File: config.mk
export PLATFORM = sky130hd
export DESIGN_NAME = burst_addr_seq
export DESIGN_NICKNAME = d
export VERILOG_FILES = /design/src/rtl/burst_addr_seq.sv
export SDC_FILE = /design/constraint.sdc
export NUM_CORES = 1
export LEC_CHECK = 0
export BUFFER_PORTS_ARGS = -buffer_cell sky130_fd_sc_hd__buf_2
export CAP_MARGIN = 10
export CELL_PAD_IN_SITES_DETAIL_PLACEMENT = 1
export CELL_PAD_IN_SITES_GLOBAL_PLACEMENT = 1
export CORE_ASPECT_RATIO = 1.5
export CORE_MARGIN = 2
export CORE_UTILIZATION = 31
export DETAILED_ROUTE_END_ITERATION = 8
export PLACE_DENSITY = 0.85
export REMOVE_ABC_BUFFERS = 1
export SETUP_SLACK_MARGIN = 0.15
export SKIP_CTS_REPAIR_TIMING = 1
export SLEW_MARGIN = 25
export SYNTH_ARGS = -nofsm -noshare
export SYNTH_HDL_FRONTEND = slang
export SYNTH_SLANG_ARGS = --single-unit
File: constraint.sdc
create_clock -name clk -period 1.13 [get_ports clk]
set_clock_uncertainty 0.15 [all_clocks]
set_input_delay 0.0565 -clock clk [delete_from_list [all_inputs] [get_ports clk]]
set_output_delay 0.0565 -clock clk [all_outputs]
set_load 0.005 [all_outputs]
File: src/rtl/burst_addr_seq.sv
module burst_addr_seq #(
  parameter int AW = 16
) (
  input  logic          clk,
  input  logic          rst_n,
  input  logic [AW-1:0] addr_in,
  input  logic          cpu_strobe_n,
  input  logic          ctl_strobe_n,
  input  logic          chip_en_n,
  input  logic          adv_n,
  input  logic          order_ilv,
  output logic [AW-1:0] addr_out
);

  logic [AW-1:0] base_q;
  logic [1:0]    cnt_q;
  logic          load;
  logic [1:0]    low_ilv;
  logic [1:0]    low_lin;

  assign load = ~ctl_strobe_n | (~cpu_strobe_n & ~chip_en_n);

  always_ff @(posedge clk) begin
    if (!rst_n) begin
      base_q <= '0;
      cnt_q  <= 2'd0;
    end else if (load) begin
      base_q <= addr_in;
      cnt_q  <= 2'd0;
    end else if (!adv_n) begin
      cnt_q  <= cnt_q + 2'd1;
    end
  end

  assign low_ilv  = base_q[1:0] ^ cnt_q;
  assign low_lin  = base_q[1:0] + cnt_q;
  assign addr_out = {base_q[AW-1:2], order_ilv ? low_ilv : low_lin};

endmodule


==> flow_summary_export.csv <==
group,metric,value,unit
power_and_ir_drop,power_leakage,0.515,nW
global_route,grt_first_pass_wirelength,2.96,mm
routing,drt-pass1-iter-count,3,
setup_path,worst-r2r-cell-count,3,
synth,syn_area,828,sq um
synth,synthDominantAreaCellType,"dfxtp_1",
hold_path,worstHoldStart,"ctl_strobe_n",
setup_path,r2r_end,"cnt_q[1]",
hold_path,holdPathEnd,"cnt_q[1]",
sta,achievable-frequency,755,MHz
clock_tree,clock_pin_transition_on_the_worst_setup_and_hold_timing_paths,0.07,ns
finish,area.growth.synth_to_final,43.4,%
setup_path,worst_setup_path_start_kind,"flip-flop",
setup_path,crit_path_cell_chain,"ha_4 -> nor2b_4 -> xnor2_1 -> buf_2",
setup_path,cp-startpoint,"cnt_q[0]",
clock_tree,clk_path_buf_depth,2,
power_and_ir_drop,peakVddDrop,498,uV
sta,timing_worst_slew_pin_value,0.277,ns
global_route,grt_max_degree,33,
sta,grt_setup_unrepaired,"yes",
die,floorplan.core_area,2620,sq um
global_route,grt_pass1_vias,697,
die,ioPinCount,39,
power_and_ir_drop,power_density,1170,nW/um^2
sta,final_hold_viol_count,0,
setup_path,r2r_slack,0.09,ns
global_route,gr-total-overflow,0,
finish,diodes,0,
setup_path,setup.worst_path.class,"reg -> out",
synth,synth-seq-area-share,0.435,
sta,sum_of_negative_setup_slack,-0.208,ns
routing,detail_route.iter0.violations,7,
setup_path,crit_slowest_cell,"dfxtp_2",
die,num_rows,23,
sta,timing.final.crit_share,1.17,
synth,synth_most_common_cell,"dfxtp_1",
setup_path,crit_path_max_fanout,3,
setup_path,critPathArrivalTime,1.12,ns
hold_path,min_path_type,"in -> reg",
synth,asyncSetResetFlopFracSynth,0,
synth,primary_flip_flop_cell_chosen_by_synthesis_mapping,"dfxtp_1",
clock_tree,ctsHtreeMaxLevel,1,
finish,final_design_area_no_fill,1190,sq um
setup_path,timing.critical_path.to_type,"output pin",
placed_design,dp_worst_setup_slack,0.0364,ns
outcome,failed_checks,"setup timing",
sta,timing.final.setup_violations,2,
die,dieArea,3110,sq um
setup_path,worstPathRequired,0.92,ns
global_route,grt_use_total,0.138,
placed_design,post_place_cell_area,947,sq um
power_and_ir_drop,post-layout-total-power,0.00139,W
synth,yosysUniqueCellTypes,16,
clock_tree,root_buffer,"clkbuf_8",
routing,routed_len_inst,12.9,microns
setup_path,critical_path.max_stage_delay,0.34,ns
placed_design,gpl.final_weighted_congestion,0.730,
synth,yosys-top-cells-area,"dfxtp_1 44%, buf_4 15%, nand3_1 9.7%",
synth,ys_warn_count,0,
clock_tree,cts_made_buffers,3,
outcome,outcome,"finished, violations left",
routing,route.detailed.drc,0,
sta,final_period_minus_worst_setup_slack,1.32,ns
placed_design,buffer_ports.inserted,38,
sta,timing.slew.headroom,0.816,
synth,synth-edff-count,0,
synth,synth_common_cells,"18 x dfxtp_1, 16 x buf_4, 16 x nand2_1, 16 x nand3_1, 15 x o21ai_0",
flow_run,maxCapViolations,0,
clock_tree,numClockSinks,18,
synth,synthesis.instances,98,
global_route,number_of_antenna_violations_at_the_first_check_in_global_routing,0,
finish,layout.filler_cells,322,
finish,fin_nets,163,
placed_design,hpwlAfterDp,1.57,mm
clock_tree,clock_insertion_delay_worst_skew,0.25,ns
synth,synth_seq_cells,18,
die,die-height,67.3,microns
routing,avgViaCountPerCell,4.41,
finish,drive_above_1_share,0.350,
die,floorplan.initialDensity,0.316,
synth,synth_top_area_frac,0.435,
setup_path,r2r_startpoint,"cnt_q[0]",
clock_tree,tritoncts,"built",
routing,via_count,767,
synth,synth_area_per_cell,8.45,sq um
routing,antenna_left,0,
sta,setup_slack,-0.195,ns
sta,final_max_slew_viol_count,0,
die,die_x,46.2,microns
routing,postRouteWirelength,2.24,mm
hold_path,hold_path_depth,3,
[kinds of logic (layout without fill, tap and decap cells)]
| kind of cell | Yosys count | after routing | synth area share |
|---|---|---|---|
| adders and majority gates | 1 | 1 | 0.0151 |
| and+or+nand+nor | 37 | 37 | 0.202 |
| buffers and inverters | 21 | 60 | 0.190 |
| DFF | 18 | 18 | 0.435 |
| xor gates and xnor gates | 3 | 3 | 0.0317 |
| AOI/OAI and AO/OA | 18 | 18 | 0.125 |
[stage by stage]
| step | cells | hold WS, ns | util |
|---|---|---|---|
| global placement | 154 | 0.122 | 0.362 |
| detailed placement | 154 | 0.127 | 0.362 |
| CTS | 157 | -0.132 | 0.377 |
| finish | 174 | 0.0170 | 0.453 |
| floorplan | 77 | 0.0368 | - |
| global route | 174 | 0.0260 | 0.453 |
[power by group]
| part | total (W) | switching, W | internal (W) | leakage, nW |
|---|---|---|---|---|
| sequential | 0.000697 | 0.0000209 | 0.000676 | 0.149 |
| combinational | 0.000256 | 0.000112 | 0.000144 | 0.344 |
| clock | 0.000442 | 0.000205 | 0.000237 | 0.0216 |
| total | 0.00139 | 0.000339 | 0.00106 | 0.515 |
[cells in the final DEF (no fill, tap or decap), drive strengths merged]
cell type     n
buf          40
nor3          1
dfxtp        18
clkbuf        3
o21ai        17
o211ai        1
nand3        16
ha            1
nand2        16
nor2b         3
nor2          1
dlygate4sd3  17
xnor2         3
[critical path, delay by kind of cell, from the launching register on]
family | cells | cell delay (ns)
DFF | 1 | 0.34
adders and majority gates | 1 | 0.15
xor gates and xnor gates | 1 | 0.14
buffers and inverters | 1 | 0.13
and+or+nand+nor | 1 | 0.11
[layer usage]
metal | vias up | global-route usage | routed length (microns)
li1 | 391 | - | -
met1 | 345 | 0.129 | 893
met2 | 23 | 0.247 | 1200
met3 | 8 | 0.0214 | 67
met4 | 0 | 0.114 | 87
met5 | - | 0 | 0
[worst max path at each step]
stage / to / slack, ns / cells past startpoint
finish: addr_out[1] / -0.19 / 4
detailed placement: addr_out[1] / 0.04 / 4
floorplan: addr_out[1] / 0.18 / 3
global route: addr_out[1] / -0.24 / 4
CTS: addr_out[1] / -0.23 / 4
global placement: addr_out[1] / 0.08 / 4
[final cells by class]
type	instances	area (sq um)	area share
timing repair buffer	57	407	0.342
sequential	18	363	0.306
multi-input combinational	59	330	0.278
tap	37	46.3	0.0390
clock buffer	3	41.3	0.0348
[registers in the layout, indices dropped and copies added, names as in the netlist]
signal / cells
cnt_q: 2
base_q: 16
Power figures use the tool's default switching activity.
